===== config.mk =====
export PLATFORM = sky130hd
export DESIGN_NAME = disp_tgen
export DESIGN_NICKNAME = d
export VERILOG_FILES = /design/src/rtl/disp_tgen_pkg.sv /design/src/rtl/disp_tgen_regs.sv /design/src/rtl/disp_tgen_scan.sv /design/src/rtl/disp_tgen_win.sv /design/src/rtl/disp_tgen.sv
export SDC_FILE = /design/constraint.sdc
export NUM_CORES = 1
export LEC_CHECK = 0
export BUFFER_PORTS_ARGS = -buffer_cell sky130_fd_sc_hd__buf_2
export CORE_MARGIN = 2
export CORE_UTILIZATION = 60
export DETAILED_ROUTE_END_ITERATION = 7
export PLACE_DENSITY_LB_ADDON = 0.25
export RECOVER_POWER = 25
export SLEW_MARGIN = 20
export SYNTH_ARGS = -nofsm -noshare
export SYNTH_HDL_FRONTEND = slang
export SYNTH_HIERARCHICAL = 1
export SYNTH_SLANG_ARGS = --single-unit

===== constraint.sdc =====
create_clock -name clk -period 7.25 [get_ports clk]
set_input_delay 1.0875 -clock clk [delete_from_list [all_inputs] [get_ports clk]]
set_output_delay 1.0875 -clock clk [all_outputs]
set_load 0.02 [all_outputs]

===== src/rtl/disp_tgen_pkg.sv =====
package disp_tgen_pkg;

  typedef enum logic [1:0] {
    MODE_TFT     = 2'd0,
    MODE_STN_ONE = 2'd1,
    MODE_STN_TWO = 2'd2,
    MODE_SER3    = 2'd3
  } tg_mode_e;

  localparam int ADDR_CTRL     = 0;
  localparam int ADDR_TOTAL    = 1;
  localparam int ADDR_WIN0     = 2;
  localparam int NUM_WIN       = 4;
  localparam int WIN_HS        = 0;
  localparam int WIN_VS        = 1;
  localparam int WIN_HA        = 2;
  localparam int WIN_VA        = 3;
  localparam int CTRL_RUN_BIT  = 3;
  localparam int CTRL_HALT_BIT = 4;

endpackage


===== src/rtl/disp_tgen_regs.sv =====
module disp_tgen_regs
  import disp_tgen_pkg::*;
#(
  parameter int CW = 16,
  parameter int DW = 32,
  parameter int AW = 3
) (
  input  logic          clk,
  input  logic          rst_n,
  input  logic          wr_en,
  input  logic [AW-1:0] wr_addr,
  input  logic [DW-1:0] wr_data,
  output logic [CW-1:0] tot_h,
  output logic [CW-1:0] tot_v,
  output logic [CW-1:0] win_lo [NUM_WIN],
  output logic [CW-1:0] win_hi [NUM_WIN],
  output logic          run_req,
  output logic          halt_pend
);
  localparam int HALF = DW / 2;

  logic ctrl_sel;
  assign ctrl_sel = wr_en && (wr_addr == AW'(ADDR_CTRL));
  assign run_req  = ctrl_sel && wr_data[CTRL_RUN_BIT];

  always_ff @(posedge clk) begin
    if (!rst_n) begin
      halt_pend <= 1'b0;
    end else if (ctrl_sel) begin
      if (wr_data[CTRL_RUN_BIT])       halt_pend <= 1'b0;
      else if (wr_data[CTRL_HALT_BIT]) halt_pend <= 1'b1;
    end
  end

  always_ff @(posedge clk) begin
    if (!rst_n) begin
      tot_h <= '0;
      tot_v <= '0;
    end else if (wr_en && (wr_addr == AW'(ADDR_TOTAL))) begin
      tot_h <= wr_data[HALF +: CW];
      tot_v <= wr_data[0 +: CW];
    end
  end

  for (genvar gi = 0; gi < NUM_WIN; gi++) begin : g_win
    always_ff @(posedge clk) begin
      if (!rst_n) begin
        win_lo[gi] <= '0;
        win_hi[gi] <= '0;
      end else if (wr_en && (wr_addr == AW'(ADDR_WIN0 + gi))) begin
        win_lo[gi] <= wr_data[HALF +: CW];
        win_hi[gi] <= wr_data[0 +: CW];
      end
    end
  end

endmodule


===== src/rtl/disp_tgen_scan.sv =====
module disp_tgen_scan #(
  parameter int XW = 18,
  parameter int YW = 16
) (
  input  logic          clk,
  input  logic          rst_n,
  input  logic          run,
  input  logic          ce,
  input  logic [XW-1:0] len_h,
  input  logic [YW-1:0] len_v,
  output logic [XW-1:0] pos_h,
  output logic [YW-1:0] pos_v,
  output logic          line_end,
  output logic          frame_end
);
  logic last_h, last_v;
  assign last_h = ({1'b0, pos_h} + (XW+1)'(1)) >= {1'b0, len_h};
  assign last_v = ({1'b0, pos_v} + (YW+1)'(1)) >= {1'b0, len_v};

  assign line_end  = run && ce && last_h;
  assign frame_end = line_end && last_v;

  always_ff @(posedge clk) begin
    if (!rst_n || !run) begin
      pos_h <= '0;
      pos_v <= '0;
    end else if (ce) begin
      if (last_h) begin
        pos_h <= '0;
        pos_v <= last_v ? '0 : pos_v + YW'(1);
      end else begin
        pos_h <= pos_h + XW'(1);
      end
    end
  end

endmodule


===== src/rtl/disp_tgen_win.sv =====
module disp_tgen_win #(
  parameter int W = 16
) (
  input  logic [W-1:0] cnt,
  input  logic [W-1:0] lo,
  input  logic [W-1:0] hi,
  output logic         hit
);
  assign hit = (cnt >= lo) && (cnt < hi);
endmodule


===== src/rtl/disp_tgen.sv =====
module disp_tgen
  import disp_tgen_pkg::*;
#(
  parameter  int CW = 16,
  parameter  int DW = 32,
  parameter  int AW = 3,
  localparam int XW = CW + 2
) (
  input  logic          clk,
  input  logic          rst_n,
  input  logic          pix_ce,
  input  logic          wr_en,
  input  logic [AW-1:0] wr_addr,
  input  logic [DW-1:0] wr_data,
  input  logic [1:0]    mode,
  output logic          hsync,
  output logic          vsync,
  output logic          de,
  output logic          line_end,
  output logic          frame_end,
  output logic [XW-1:0] pos_x,
  output logic [CW-1:0] pos_y,
  output logic          stopped
);

  function automatic logic [XW-1:0] span_of(logic [CW-1:0] lo, logic [CW-1:0] hi);
    return (hi > lo) ? XW'(hi - lo) : '0;
  endfunction

  function automatic logic [XW-1:0] tripled_end(logic [CW-1:0] lo, logic [CW-1:0] hi);
    return XW'(lo) + (span_of(lo, hi) << 1) + span_of(lo, hi);
  endfunction

  function automatic logic [XW-1:0] stretched_total(logic [CW-1:0] tot, logic [CW-1:0] lo,
                                                    logic [CW-1:0] hi);
    return XW'(tot) + (span_of(lo, hi) << 1);
  endfunction

  function automatic logic [CW-1:0] halved_end(logic [CW-1:0] lo, logic [CW-1:0] hi);
    return lo + CW'(span_of(lo, hi) >> 1);
  endfunction

  logic [CW-1:0] tot_h, tot_v;
  logic [CW-1:0] win_lo [NUM_WIN];
  logic [CW-1:0] win_hi [NUM_WIN];
  logic          run_req, halt_pend;

  disp_tgen_regs #(.CW(CW), .DW(DW), .AW(AW)) u_regs (
    .clk(clk), .rst_n(rst_n), .wr_en(wr_en), .wr_addr(wr_addr), .wr_data(wr_data),
    .tot_h(tot_h), .tot_v(tot_v), .win_lo(win_lo), .win_hi(win_hi),
    .run_req(run_req), .halt_pend(halt_pend)
  );

  tg_mode_e md;
  assign md = tg_mode_e'(mode);

  // next shadow values, effective geometry per mode
  logic [XW-1:0] nx_tot_h, nx_ha_hi;
  logic [CW-1:0] nx_va_hi;
  always_comb begin
    nx_tot_h = XW'(tot_h);
    nx_ha_hi = XW'(win_hi[WIN_HA]);
    nx_va_hi = win_hi[WIN_VA];
    if (md == MODE_SER3) begin
      nx_tot_h = stretched_total(tot_h, win_lo[WIN_HA], win_hi[WIN_HA]);
      nx_ha_hi = tripled_end(win_lo[WIN_HA], win_hi[WIN_HA]);
    end
    if (md == MODE_STN_TWO) nx_va_hi = halved_end(win_lo[WIN_VA], win_hi[WIN_VA]);
  end

  // run control; internal events are named for the checker
  logic running, go_now, halt_now, load_now;
  assign go_now   = !running && run_req;
  assign halt_now = frame_end && halt_pend && !run_req;
  assign load_now = !running || frame_end;

  always_ff @(posedge clk) begin
    if (!rst_n)        running <= 1'b0;
    else if (go_now)   running <= 1'b1;
    else if (halt_now) running <= 1'b0;
  end
  assign stopped = !running;

  logic [XW-1:0] sh_tot_h, sh_hs_lo, sh_hs_hi, sh_ha_lo, sh_ha_hi;
  logic [CW-1:0] sh_tot_v, sh_vs_lo, sh_vs_hi, sh_va_lo, sh_va_hi;

  always_ff @(posedge clk) begin
    if (!rst_n) begin
      sh_tot_h <= '0; sh_hs_lo <= '0; sh_hs_hi <= '0; sh_ha_lo <= '0; sh_ha_hi <= '0;
      sh_tot_v <= '0; sh_vs_lo <= '0; sh_vs_hi <= '0; sh_va_lo <= '0; sh_va_hi <= '0;
    end else if (load_now) begin
      sh_tot_h <= nx_tot_h;
      sh_hs_lo <= XW'(win_lo[WIN_HS]);
      sh_hs_hi <= XW'(win_hi[WIN_HS]);
      sh_ha_lo <= XW'(win_lo[WIN_HA]);
      sh_ha_hi <= nx_ha_hi;
      sh_tot_v <= tot_v;
      sh_vs_lo <= win_lo[WIN_VS];
      sh_vs_hi <= win_hi[WIN_VS];
      sh_va_lo <= win_lo[WIN_VA];
      sh_va_hi <= nx_va_hi;
    end
  end

  disp_tgen_scan #(.XW(XW), .YW(CW)) u_scan (
    .clk(clk), .rst_n(rst_n), .run(running), .ce(pix_ce),
    .len_h(sh_tot_h), .len_v(sh_tot_v), .pos_h(pos_x), .pos_v(pos_y),
    .line_end(line_end), .frame_end(frame_end)
  );

  logic hs_hit, vs_hit, ha_hit, va_hit;
  disp_tgen_win #(.W(XW)) u_hs (.cnt(pos_x), .lo(sh_hs_lo), .hi(sh_hs_hi), .hit(hs_hit));
  disp_tgen_win #(.W(CW)) u_vs (.cnt(pos_y), .lo(sh_vs_lo), .hi(sh_vs_hi), .hit(vs_hit));
  disp_tgen_win #(.W(XW)) u_ha (.cnt(pos_x), .lo(sh_ha_lo), .hi(sh_ha_hi), .hit(ha_hit));
  disp_tgen_win #(.W(CW)) u_va (.cnt(pos_y), .lo(sh_va_lo), .hi(sh_va_hi), .hit(va_hit));

  assign hsync = running && hs_hit;
  assign vsync = running && vs_hit;
  assign de    = running && ha_hit && va_hit;

endmodule


# After elaboration in Yosys (flattened, before gate mapping)
# Index checks and enable logic that the tools add are counted.
[totals]
register_bits = 360
in_bits = 41
out_inout_bits = 40
word_cells = 95
[classes]
addsub = 10
magnitude_cmp = 12
eq_ne = 7
mux = 11
reduce_logical = 31
[op_table]
columns = ["cell", "count"]
rows = [
  ["$mux 18", 4],
  ["$add 16x18->18", 2],
  ["$ge 18x16->1", 2],
  ["$sub 16x16->17", 2],
  ["$ge 16x16->1", 2],
  ["$gt 16x16->1", 2],
  ["$lt 16x16->1", 2],
  ["$mux 16", 2],
  ["$logic_and 1x1->1", 21],
  ["$add 18x1->19 const B", 1],
  ["$ge 19x18->1", 1],
  ["$add 18x1->18 const B", 1],
  ["$add 18x18->18", 1],
  ["$lt 18x16->1", 1],
  ["$lt 18x18->1", 1],
  ["$add 16x1->17 const B", 1],
  ["$ge 17x16->1", 1],
  ["$mux 17", 1],
  ["$add 16x1->16 const B", 1],
  ["$add 16x16->16", 1],
  ["$eq 3x2->1 const B", 2],
  ["$eq 3x3->1 const B", 2],
  ["$eq 2x2->1 const B", 2],
  ["$mux 1", 4],
  ["6 further kinds", 11],
]

# Depth between registers and ports, before layout
# Gate-level depths: netlist of run 1.
[logic_depth]
depth_word = 8
mapped_depth = 22
mapped_depth_nobuf = 21

# Hierarchy
# Netlist of run 1, hierarchy kept.
[by_module_without_submodules]
columns = ["mod", "n_inst", "cells_each", "area_per_inst_um2"]
rows = [
  ["disp_tgen", 1, 1326, 10075.9],
  ["disp_tgen_regs", 1, 681, 5985.7],
  ["disp_tgen_scan", 1, 384, 2959.1],
  ["disp_tgen_win (u_ha ...)", 2, 118, 878.3],
  ["disp_tgen_win (u_va ...)", 2, 105, 795.8],
]

# Worst setup path before layout of run 1
# Ideal clock, no wire load.
[synth_path]
path_kind = "reg2reg"
start = "reg u_regs/win_lo[24] (netlist bit)"
end = "reg sh_ha_hi[15]"
setup_ns = 0.119
arrival_time_ns = 4.702
required_time_ns = 7.131
path_slack_ns = 2.429
path_stages_with_launch = 21
path_buffers = 1
period_less_slack_ns = 4.821
cell_sequence = "dfxtp_1 > inv_1 > ha_1 > a21oi_1 > o21ai_1 > or4_1 > o21ai_1 > o21bai_1 > o31ai_2 > clkbuf_1 > nor2_1 > fa_1 > ha_1 > o21a_1 > o31a_1 > o311a_1 > o211ai_1 > a21oi_1 > or4_1 > nand3_1 > a21oi_1"
[synth_between]
elab_chain_len = 5
[synth_rtl]
columns = ["element", "line", "text"]
rows = [
  ["start: declaration", "disp_tgen_regs.sv:15", "output logic [CW-1:0] win_lo [NUM_WIN],"],
  ["start signal: indexed assignment", "disp_tgen_regs.sv:51", "win_lo[gi] <= wr_data[HALF +: CW];"],
  ["$sub 16x16->17 / $gt 16x16->1 (equally long branches)", "disp_tgen.sv:27", "return (hi > lo) ? XW'(hi - lo) : '0;"],
  ["$mux 18", "disp_tgen.sv:27", ""],
  ["$add 16x18->18", "disp_tgen.sv:31", "return XW'(lo) + (span_of(lo, hi) << 1) + span_of(lo, hi);"],
  ["$add 18x18->18 *", "disp_tgen.sv:31", ""],
  ["$mux 18 *", "disp_tgen.sv:64", "if (md == MODE_SER3) begin"],
  ["end signal: assignment", "disp_tgen.sv:96", "sh_ha_hi <= nx_ha_hi;"],
  ["end: declaration", "disp_tgen.sv:84", "logic [XW-1:0] sh_tot_h, sh_hs_lo, sh_hs_hi, sh_ha_lo, sh_ha_hi;"],
]
# Mark *: on every way between the ends. The rest lies on a longest branch, timed or not.
# A chain may end at the register's enable or synchronous reset.

# Final worst setup path of run 1
[layout_path]
start = "reg u_scan.pos_h[3]"
end = "out frame_end"
[layout_between]
elab_chain_len = 4
[layout_rtl]
columns = ["element", "line", "text"]
rows = [
  ["start: declaration", "disp_tgen_scan.sv:11", "output logic [XW-1:0] pos_h,"],
  ["start signal: assignment", "disp_tgen_scan.sv:32", "pos_h <= pos_h + XW'(1);"],
  ["$add 18x1->19", "disp_tgen_scan.sv:17", "assign last_h = ({1'b0, pos_h} + (XW+1)'(1)) >= {1'b0, len_h};"],
  ["$ge 19x18->1", "disp_tgen_scan.sv:17", ""],
  ["$logic_and 1x1->1", "disp_tgen_scan.sv:20", "assign line_end = run && ce && last_h;"],
  ["$logic_and 1x1->1", "disp_tgen_scan.sv:21", "assign frame_end = line_end && last_v;"],
  ["end: declaration", "disp_tgen.sv:20", "output logic frame_end,"],
]
# No other way between the ends.

==> results of run 1 <==
-- cell usage in the layout, fill, tap and decap left out, types with 20 or more instances in the layout --
cell	count
nor2_1	116
nand4_1	34
a21boi_1	24
a21o_1	42
xnor2_1	57
fa_1	20
ha_1	247
buf_2	57
a21boi_2	30
a21oi_1	240
dfxtp_1	360
nand2_1	580
nor2b_1	20
inv_1	227
clkbuf_1	34
and3_1	24
a21boi_0	47
nand3_1	136
o21ai_0	121
o21ai_1	21
clkbuf_16	42
xor2_1	25
nor3_1	41
-- tightest hold or removal path: stages (launching register included) --
cell and delay (ns):
dfxtp_1 0.31, nand2_1 0.05, a21oi_1 0.05
-- kinds of logic after synthesis --
family	synth area share, %
AND/OR/NAND/NOR	21.1
AO/OA/AOI/OAI	20.9
buffers and inverters	6.80
flip-flops	32.2
adder cells (fa/ha/maj)	15.6
XOR/XNOR	3.21
multiplexers	0.140
other	0.0168
-- final cells by class --
type | count | area, sq um | share of cell area (%)
Antenna cell | 1 | 2.50 | 0.0103
Clock buffer | 55 | 1150 | 4.72
Clock inverter | 18 | 308 | 1.26
Inverter | 229 | 862 | 3.54
Multi-Input combinational cell | 2108 | 13700 | 56.2
Sequential cell | 360 | 7210 | 29.6
Tap cell | 468 | 586 | 2.40
Timing Repair Buffer | 101 | 547 | 2.25
-- worst paths after layout --
check / startpoint / to / depth (start not counted)
setup / recovery: u_scan/pos_h[3]$_SDFFE_PP0P_ / frame_end / 16
hold / removal: sh_ha_lo[13]$_SDFFE_PN0P_ / sh_ha_lo[13]$_SDFFE_PN0P_ / 2
setup reg to reg: u_scan/pos_v[2]$_SDFFE_PP0P_ / sh_va_hi[15]$_SDFFE_PN0P_ / 19
hold reg to reg: sh_ha_lo[13]$_SDFFE_PN0P_ / sh_ha_lo[13]$_SDFFE_PN0P_ / 2
-- layer usage --
| metal | share of wire [%] | up-vias | GRT usage (%) |
|---|---|---|---|
| li1 | - | 9779 | - |
| met1 | 42 | 9865 | 46.9 |
| met2 | 44 | 892 | 55.8 |
| met3 | 9.1 | 174 | 7.14 |
| met4 | 4.1 | 2 | 14.1 |
| met5 | 0.019 | - | 0 |
-- state kept, by name (all words and copies together) (netlist names), 16 cells and up --
signal and count:
sh_tot_v 16, sh_hs_hi 16, sh_vs_lo 16, sh_hs_lo 16, u_scan/pos_h 18, sh_va_hi 16, sh_vs_hi 16, sh_va_lo 16
u_scan/pos_v 16, sh_ha_lo 16, u_regs/win_lo 64, u_regs/tot_h 16, u_regs/tot_v 16, sh_tot_h 18, sh_ha_hi 18, u_regs/win_hi 64
-- power by group through the flow --
stage | Combinational [mW] | Clock, mW | Sequential (mW)
5_1_grt | 0.872 | 2.37 | 2.06
4_1_cts | 0.779 | 2.29 | 2.06
3_3_place_gp | 0.757 | 0 | 2.10
3_5_place_dp | 0.773 | 0 | 2.10
6_report | 0.802 | 2.27 | 2.06
2_1_floorplan | 0.576 | 0 | 2.08
==> results.sh, run 1 <==
export IMPL_wl_per_cell_um=20.7
export IMPL_routed_wl_mm=69.2
export IMPL_synth_top_cell_by_area="dfxtp_1"
export IMPL_grt_pass1_wl_mm=107
export IMPL_final_area_sq_um=24400
export IMPL_syn_area_sq_um=22400
export IMPL_cts_sink_count=360
export IMPL_cts_hold_buf=0
export IMPL_drtPass1Iterations=6
export IMPL_drtIter0Drc=2282
export IMPL_fin_util_pct=66.4
export IMPL_place_area_sq_um=22900
export IMPL_final_cell_count_no_fill=3340
export IMPL_drc_errors=0
export IMPL_cp_slowest_cell="dfxtp_1"
export IMPL_crit_fanout=26
export IMPL_die_h_um=197
export IMPL_viasPerCell=6.20
export IMPL_final_max_slew_violation_count=236
export IMPL_critical_path_top_delay_family="simple AND/OR/NAND/NOR gates"
export IMPL_dp_slack_ns=1.90
export IMPL_fmax_mhz=173
export IMPL_switching_power_mw=1.42
export IMPL_ios=81
export IMPL_syn_to_final_growth_pct=8.86
export IMPL_netlist_cell_type_count=91
export IMPL_cts_root_buf="clkbuf_16"
export IMPL_grt_max_degree=118
export IMPL_synth_ff_latch_count=360
export IMPL_power_mw=5.13
export IMPL_vias=20700
export IMPL_crit_path_end_kind="output pin"
export IMPL_p_clk_share_pct=44.3
export IMPL_tritoncts="yes"
export IMPL_crit_buf_inv=2
export IMPL_num_rows=70
export IMPL_ys_top_cells_by_area="dfxtp_1 (32%), ha_1 (14%), nand2_1 (9.7%), a21oi_1 (5.4%), inv_1 (3.8%)"
export IMPL_yosysSeqAreaShare_pct=32.2
export IMPL_whs_ns=0.450
export IMPL_period_needed_ns=5.76
export IMPL_rsz0062_at_grt="false"
export IMPL_antenna_found_initial=3
export IMPL_crit_chain="and3_1 > and3_1 > nand2_1 > nor2_2 > nand3_1 > xnor2_1 > ha_1 > o21a_1 > a21oi_1 > o21ai_0 > or2_2 > o21a_1 > buf_4 > and2_1 > and2_1 > buf_2"
export IMPL_grt_overflow=0
export IMPL_critical_path_class="register to output pin"
export IMPL_synth_top_cell_area_share_pct=32.2
export IMPL_cts_resized=0
export IMPL_timing_final_ws_setup_ns=1.49
export IMPL_cp_required_ns=6.16
export IMPL_yosys_most_used_dff="dfxtp_1"
export IMPL_place_congestion=0.985
export IMPL_grt_pass1_vias=19400
export IMPL_crit_arrival_ns=4.68
export IMPL_p_seq_share_pct=40.1
export IMPL_synth_common_cells="nand2_1 (580), dfxtp_1 (360), ha_1 (247), a21oi_1 (240), inv_1 (227)"
export IMPL_p_comb_share_pct=15.6
export IMPL_nFillCells=3119
export IMPL_clock_path_buffers=3
export IMPL_synth_edf_count=0
export IMPL_grt_use_total_pct=35.1
export IMPL_hold_viol=0
export IMPL_initial_utilization_pct=61.0
export IMPL_dp_hpwl_mm=49.7
export IMPL_syn_inst=2837
export IMPL_synth_warning_count=6
export IMPL_finalCritPeriodShare_pct=79.5
export IMPL_critPathMaxStageDelay_ns=0.59
export IMPL_max_slew_worst_pin_slew_ns=4.39
export IMPL_tns_ns=0
export IMPL_nets=3149
export IMPL_ant_nets=0
export IMPL_vdd_ir_drop_worst_mv=0.136
export IMPL_portBuffers=80
export IMPL_finalClockSkew_ns=0.0241
export IMPL_maxCapViolations=3
export IMPL_core_area_sq_um=36700
export IMPL_status="finished with violations"
export IMPL_violations="capacitance limit, slew limit"
export IMPL_synthArstFlopShare_pct=0
export IMPL_dp_cells=3266
export IMPL_swShare_pct=27.6
export IMPL_drive_above_1_share_pct=7.70
export IMPL_die_area_sq_um=38800
export IMPL_die_w_um=197
export IMPL_holdCritPathClass="register to register"
export IMPL_htreeDepth=2
export IMPL_avgSynthCellArea_sq_um=7.88
export IMPL_finalSetupViolCount=0
export IMPL_cts_setup_buffers=0
export IMPL_numCtsBuffers=41
export IMPL_clk_pin_slew_ns=0.06
export IMPL_cellLeakagePower_nw=9.53
export IMPL_start_kind="register"
export IMPL_relSlewSlack_pct=-193
export IMPL_power_density_nw_per_um2=211
export IMPL_clock_latency_ns=0.57
export IMPL_p_int_mw=3.71
export IMPL_synth_most_common_cell="nand2_1"
export IMPL_r2r_slack_ns=1.66
No activity file was read; power rests on OpenSTA's default activity.
==> run 2: changes to the inputs <==
--- a/config.mk
+++ b/config.mk
@@ -7,7 +7,7 @@
 export LEC_CHECK = 0
 export BUFFER_PORTS_ARGS = -buffer_cell sky130_fd_sc_hd__buf_2
 export CORE_MARGIN = 2
-export CORE_UTILIZATION = 60
+export CORE_UTILIZATION = 57
 export DETAILED_ROUTE_END_ITERATION = 7
 export PLACE_DENSITY_LB_ADDON = 0.25
 export RECOVER_POWER = 25
==> constraint.sdc (replaced) <==
create_clock -name clk -period 5.1 [get_ports clk]
set_input_delay 0.765 -clock clk [delete_from_list [all_inputs] [get_ports clk]]
set_output_delay 0.765 -clock clk [all_outputs]
set_load 0.02 [all_outputs]
==> run 2 against run 1 <==
The run still ends with capacitance limit, slew limit left. Largest power group unchanged. Largest cell class unchanged. Sequential power increased by 42%. Die area increased by 5.2%. Flip-flop and latch count unchanged. Sequential share of layout area decreased by 0.93 points. Register-to-register slack got worse by 1.4 ns. Count of clock-buffer cells in the layout increased by 4. Non-clock buffer count increased by 72. First-iteration DRC count decreased by 16%. Clock skew decreased by 0.0013 ns. Global-route usage decreased by 1.7 points. Combinational power increased by 50%.
==> results.sh, run 2 (synthesis gave the netlist of run 1 again) <==
export IMPL_wl_per_cell_um=20.1
export IMPL_maxCapViolations=1
export IMPL_cts_hold_buf=0
export IMPL_die_h_um=202
export IMPL_antenna_found_initial=4
export IMPL_crit_arrival_ns=4.19
export IMPL_hold_viol=0
export IMPL_holdPathStages=2
export IMPL_drtIter0Drc=1907
export IMPL_critical_path_class="register to output pin"
export IMPL_clock_path_buffers=3
export IMPL_tns_ns=0
export IMPL_vias=20800
export IMPL_finalClockSkew_ns=0.0228
export IMPL_finalSetupViolCount=0
export IMPL_core_area_sq_um=38700
export IMPL_reg_top3="u_regs/win_hi: 64 flops, u_regs/win_lo: 64 flops"
export IMPL_relSlewSlack_pct=-46.4
export IMPL_cellLeakagePower_nw=10.0
export IMPL_place_congestion=0.966
export IMPL_crit_fanout=8
export IMPL_final_cell_count_no_fill=3470
export IMPL_final_common_cell="nand2_1"
export IMPL_holdCritPathClass="register to register"
export IMPL_drtPass1Iterations=6
export IMPL_r2r_cells=21
export IMPL_violations="capacitance limit, slew limit"
export IMPL_die_area_sq_um=40800
export IMPL_ant_nets=0
export IMPL_fin_util_pct=64.9
export IMPL_status="finished with violations"
export IMPL_max_slew_worst_pin_slew_ns=2.20
export IMPL_ios=81
export IMPL_nFillCells=3431
export IMPL_initial_utilization_pct=57.7
export IMPL_vdd_ir_drop_worst_mv=0.210
export IMPL_grt_pass1_wl_mm=108
export IMPL_clk_pin_slew_ns=0.06
export IMPL_finalCritPeriodShare_pct=97.2
export IMPL_num_rows=72
export IMPL_cp_required_ns=4.34
export IMPL_viasPerCell=6.01
export IMPL_grt_use_total_pct=33.4
export IMPL_cts_root_buf="clkbuf_16"
export IMPL_final_max_slew_violation_count=65
export IMPL_crit_path_end_kind="output pin"
export IMPL_grt_pass1_vias=19700
export IMPL_final_cell_mix="nand2_1 (579), dfxtp_1 (358), ha_1 (240), a21oi_1 (234), inv_1 (227)"
export IMPL_regArea_sq_um=7210
export IMPL_routed_wl_mm=69.8
export IMPL_fmax_mhz=202
export IMPL_clock_latency_ns=0.58
export IMPL_power_density_nw_per_um2=290
export IMPL_syn_to_final_growth_pct=12.4
export IMPL_wl_met3_mm=5.53
export IMPL_portBuffers=80
export IMPL_nets=3222
export IMPL_numCtsBuffers=42
export IMPL_period_needed_ns=4.96
export IMPL_start_kind="register"
export IMPL_cts_sink_count=360
export IMPL_drc_errors=0
export IMPL_dp_hpwl_mm=51.2
export IMPL_drive_above_1_share_pct=10.8
export IMPL_dp_cells=3383
export IMPL_route_layer_met1_wl_mm=30.2
export IMPL_tritoncts="yes"
export IMPL_grt_max_degree=155
export IMPL_highest_layer="met4"
export IMPL_grt_overflow=0
export IMPL_multiInputGateArea_sq_um=13800
export IMPL_dr_wl_met2_mm=31.2
export IMPL_die_w_um=202
export IMPL_htreeDepth=2
## run 2: per-layer routing
metal / up-vias / global-route usage (%)
li1: 9956 / -
met1: 9895 / 45.5
met2: 832 / 53.2
met3: 162 / 4.92
met4: 0 / 13.5
met5: - / 0
## run 2: path summary, 6_finish.rpt
kind / from / slack [ns] / end
min: sh_ha_lo[9]$_SDFFE_PN0P_ / 0.45 / sh_ha_lo[9]$_SDFFE_PN0P_
max reg2reg: u_regs/win_lo[24]$_SDFFE_PN0P_ / 0.23 / sh_ha_hi[15]$_SDFFE_PN0P_
max: u_scan/pos_h[1]$_SDFFE_PP0P_ / 0.14 / frame_end
min reg2reg: sh_ha_lo[9]$_SDFFE_PN0P_ / 0.45 / sh_ha_lo[9]$_SDFFE_PN0P_
## run 2: metrics by stage
| stage | power (mW) | hold WS [ns] | instance area [sq um] | setup slack [ns] |
|---|---|---|---|---|
| 4_1_cts | 7.27 | 0.452 | 25100 | 0.0104 |
| 3_3_place_gp | 4.10 | 0.439 | 23600 | 0.175 |
| 5_1_grt | 7.56 | 0.467 | 25200 | -0.0410 |
| 6_report | 7.31 | 0.450 | 25200 | 0.141 |
| 3_5_place_dp | 4.11 | 0.445 | 23600 | 0.0723 |
| 2_1_floorplan | 3.78 | 0.432 | 22400 | 0.279 |
## run 2: cell type report
| type | count | area share (%) |
|---|---|---|
| Multi-Input combinational cell | 2108 | 54.7 |
| Sequential cell | 360 | 28.7 |
| Timing Repair Buffer | 173 | 4.77 |
| Clock buffer | 59 | 4.75 |
| Inverter | 229 | 3.43 |
| Tap cell | 518 | 2.58 |
| Clock inverter | 19 | 1.10 |
| Antenna cell | 4 | 0.0398 |
## run 2: repair_timing
| item | CTS | global route |
|---|---|---|
| setup buffers | 0 | 5 |
| endpoints found under the setup margin | 0 | 14 |
| resized for setup | 0 | 32 |
## run 2: critical path, cell delays in order (launching register included)
cell and delay, ns:
dfxtp_1 0.35, buf_4 0.21, and3_2 0.30, nand2_1 0.15, nor2_4 0.21, nand3_1 0.19
xnor2_1 0.22, ha_1 0.27, o21a_1 0.19, a21oi_1 0.15, o21ai_0 0.12, or2_2 0.34
o21a_1 0.27, and2_1 0.21, and2_1 0.23, buf_2 0.21
## run 2: report_power, final
group	leakage (nW)	total [mW]	switching (mW)	internal (mW)
Combinational	6.41	1.20	0.737	0.463
Sequential	2.91	2.92	0.0502	2.87
Clock	0.723	3.18	1.27	1.91
Total	10.0	7.31	2.06	5.24
==> run 3: changes to the inputs <==
--- a/config.mk
+++ b/config.mk
@@ -6,7 +6,6 @@
 export NUM_CORES = 1
 export LEC_CHECK = 0
 export BUFFER_PORTS_ARGS = -buffer_cell sky130_fd_sc_hd__buf_2
-export CORE_MARGIN = 2
 export CORE_UTILIZATION = 57
 export DETAILED_ROUTE_END_ITERATION = 7
 export PLACE_DENSITY_LB_ADDON = 0.25
@@ -14,5 +13,4 @@
 export SLEW_MARGIN = 20
 export SYNTH_ARGS = -nofsm -noshare
 export SYNTH_HDL_FRONTEND = slang
-export SYNTH_HIERARCHICAL = 1
 export SYNTH_SLANG_ARGS = --single-unit
==> run 3 against run 2 <==
Critical path depth rose by 6. Hold slack got worse by 0.0033 ns. The run still ends with capacitance limit, slew limit left. Via count fell by 3.3%. Synthesized cell count fell by 2.4%. Critical endpoint is now sh_ha_hi[16]$_SDFFE_PN0P_.
==> results.sh, run 3 <==
export IMPL_status="finished with violations"
export IMPL_violations="capacitance limit, slew limit"
export IMPL_dp_slack_ns=-0.178
export IMPL_vias=20200
export IMPL_avgSynthCellArea_sq_um=7.75
export IMPL_final_area_sq_um=24100
export IMPL_synth_most_common_cell="nand2_1"
export IMPL_drive_above_1_share_pct=10.4
export IMPL_cellLeakagePower_nw=9.53
export IMPL_cp_required_ns=5.56
export IMPL_cts_root_buf="clkbuf_16"
export IMPL_synth_ff_latch_count=360
export IMPL_clk_pin_slew_ns=0.05
export IMPL_timing_final_ws_setup_ns=0.131
export IMPL_syn_inst=2770
export IMPL_nets=3157
export IMPL_synth_warning_count=0
export IMPL_period_needed_ns=4.97
export IMPL_synthArstFlopShare_pct=0
export IMPL_ant_nets=0
export IMPL_max_slew_worst_pin_slew_ns=2.56
export IMPL_antenna_found_initial=5
export IMPL_final_max_slew_violation_count=132
export IMPL_tritoncts="yes"
export IMPL_drc_errors=0
export IMPL_crit_fanout=6
export IMPL_critical_path_class="register to register"
export IMPL_synth_common_cells="nand2_1 (633), a21oi_1 (389), dfxtp_1 (360), ha_1 (241), inv_1 (220)"
export IMPL_htreeDepth=2
export IMPL_viasPerCell=6.00
export IMPL_initial_utilization_pct=58.3
export IMPL_relSlewSlack_pct=-71.4
export IMPL_holdCritPathClass="register to register"
export IMPL_syn_to_final_growth_pct=12.4
export IMPL_finalCritPeriodShare_pct=97.4
export IMPL_syn_area_sq_um=21500
export IMPL_core_area_sq_um=36800
export IMPL_clock_path_buffers=3
export IMPL_die_area_sq_um=38400
export IMPL_yosysSeqAreaShare_pct=33.6
export IMPL_r2r_slack_ns=0.13
export IMPL_numCtsBuffers=41
export IMPL_clock_latency_ns=0.58
export IMPL_final_common_cell="nand2_1"
export IMPL_grt_use_total_pct=34.9
export IMPL_power_density_nw_per_um2=316
export IMPL_finalClockSkew_ns=0.0207
export IMPL_start_kind="register"
export IMPL_grt_pass1_wl_mm=104
export IMPL_finalSetupViolCount=0
export IMPL_cts_sink_count=360
export IMPL_maxCapViolations=4
export IMPL_ys_top_cells_by_area="dfxtp_1 (34%), ha_1 (14%), nand2_1 (11%), a21oi_1 (9.1%), inv_1 (3.8%)"
export IMPL_synth_top_cell_by_area="dfxtp_1"
export IMPL_grt_max_degree=143
export IMPL_crit_arrival_ns=5.43
export IMPL_final_cell_mix="nand2_1 (633), a21oi_1 (387), dfxtp_1 (356), ha_1 (239), inv_1 (219)"
export IMPL_syn_nets=3072
export IMPL_routed_wl_mm=67.3
export IMPL_crit_path_end_kind="register"
export IMPL_fmax_mhz=201
export IMPL_grt_pass1_vias=19000
export IMPL_synth_top_cell_area_share_pct=33.6
export IMPL_place_congestion=0.941
export IMPL_num_rows=70
export IMPL_reg_top3="u_regs.win_hi: 64 flops, u_regs.win_lo: 64 flops"
export IMPL_ios=81
export IMPL_drtPass1Iterations=5
export IMPL_dp_hpwl_mm=46.5
export IMPL_grt_overflow=0
export IMPL_netlist_cell_type_count=69
export IMPL_die_h_um=196
export IMPL_synth_edf_count=0
export IMPL_fin_util_pct=65.6
export IMPL_portBuffers=80
export IMPL_place_area_sq_um=22600
export IMPL_hold_viol=0
export IMPL_drtIter0Drc=2307
export IMPL_yosys_most_used_dff="dfxtp_1"
export IMPL_vdd_ir_drop_worst_mv=0.214
export IMPL_wl_per_cell_um=20.0
export IMPL_die_w_um=196
## run 3: cell count changes in the layout (fill, tap and decap cells not counted), moves of 12 or more
cell / change
xor2_1: +16
nand2_1: +54
nand4_1: -19
nand3_1: -93
a21boi_1: -26
o21ai_0: -40
a211oi_1: +55
nor3_1: -23
nand2b_1: +15
and3_1: -12
a21boi_0: -70
a21oi_1: +153
nor2_1: +16
## run 3: what timing repair did
item,4_1_cts,5_1_grt
buffers inserted,1,6
pin swaps,3,13
setup endpoints to repair,4,11
hold endpoints to repair,0,0
resized for setup,6,23
hold buffers,0,0
## run 3: final cells by class
cell class	count	area [sq um]
fill	3180	12700
timing repair buffer	176	1180
inverter	220	833
clock buffer	56	1210
multi-input combinational	2056	12900
sequential	360	7210
antenna	3	7.51
tap	468	586
clock inverter	19	191
## run 3: layer usage
layer	vias to the layer above	global-route usage, %	wire (um)
met5	-	0	25
met4	4	14.8	2730
met3	137	5.72	6430
met2	856	53.6	29100
met1	9572	48.4	29000
li1	9592	-	-
## run 3: final timing paths
check,depth (start not counted),end,from
max,21,sh_ha_hi[16]$_SDFFE_PN0P_,u_regs.win_lo[25]$_SDFFE_PN0P_
min reg2reg,2,sh_ha_lo[15]$_SDFFE_PN0P_,sh_ha_lo[15]$_SDFFE_PN0P_
max reg2reg,21,sh_ha_hi[16]$_SDFFE_PN0P_,u_regs.win_lo[25]$_SDFFE_PN0P_
min,2,sh_ha_lo[15]$_SDFFE_PN0P_,sh_ha_lo[15]$_SDFFE_PN0P_
## run 3: worst max-delay path, cell delays in order (launching register included)
cell       delay (ns)
dfxtp_2          0.34
inv_1            0.05
ha_1             0.31
and4_4           0.24
nor3b_4          0.20
o211ai_1         0.16
a31oi_2          0.21
a21oi_1          0.09
or2_4            0.30
buf_4            0.15
nor2_1           0.19
fa_1             0.46
ha_1             0.22
or3_1            0.41
or3_1            0.36
o2111ai_2        0.24
o22ai_1          0.15
nor3_2           0.20
o21bai_1         0.11
a21oi_1          0.18
xnor2_1          0.08
a32o_1           0.21
## run 3: where the power goes
group          internal (mW)  switching, mW  total [mW]
combinational          0.562           1.04        1.60
clock                   1.83           1.26        3.08
sequential              2.90         0.0471        2.95
total                   5.29           2.34        7.63
## run 3: logic make-up after synthesis
| kind of cell | count (synthesis) | share of synthesized area [%] |
|---|---|---|
| AO/OA/AOI/OAI | 735 | 20.7 |
| AND/OR/NAND/NOR | 971 | 19.3 |
| XOR/XNOR | 88 | 3.59 |
| adder cells (fa/ha/maj) | 261 | 15.9 |
| multiplexers | 1 | 0.0467 |
| buffers and inverters | 354 | 6.86 |
| flip-flops | 360 | 33.6 |
## run 3: stage by stage
step                power (mW)  cells  TNS, ns  hold slack [ns]
finish                    7.63   3358        0            0.447
global route              7.89   3355  -0.0141            0.464
CTS                       7.59   3349        0            0.451
detailed placement        4.52   3273   -0.406            0.443
global placement          4.49   3273        0            0.437
floorplan                 4.07   2770        0            0.429
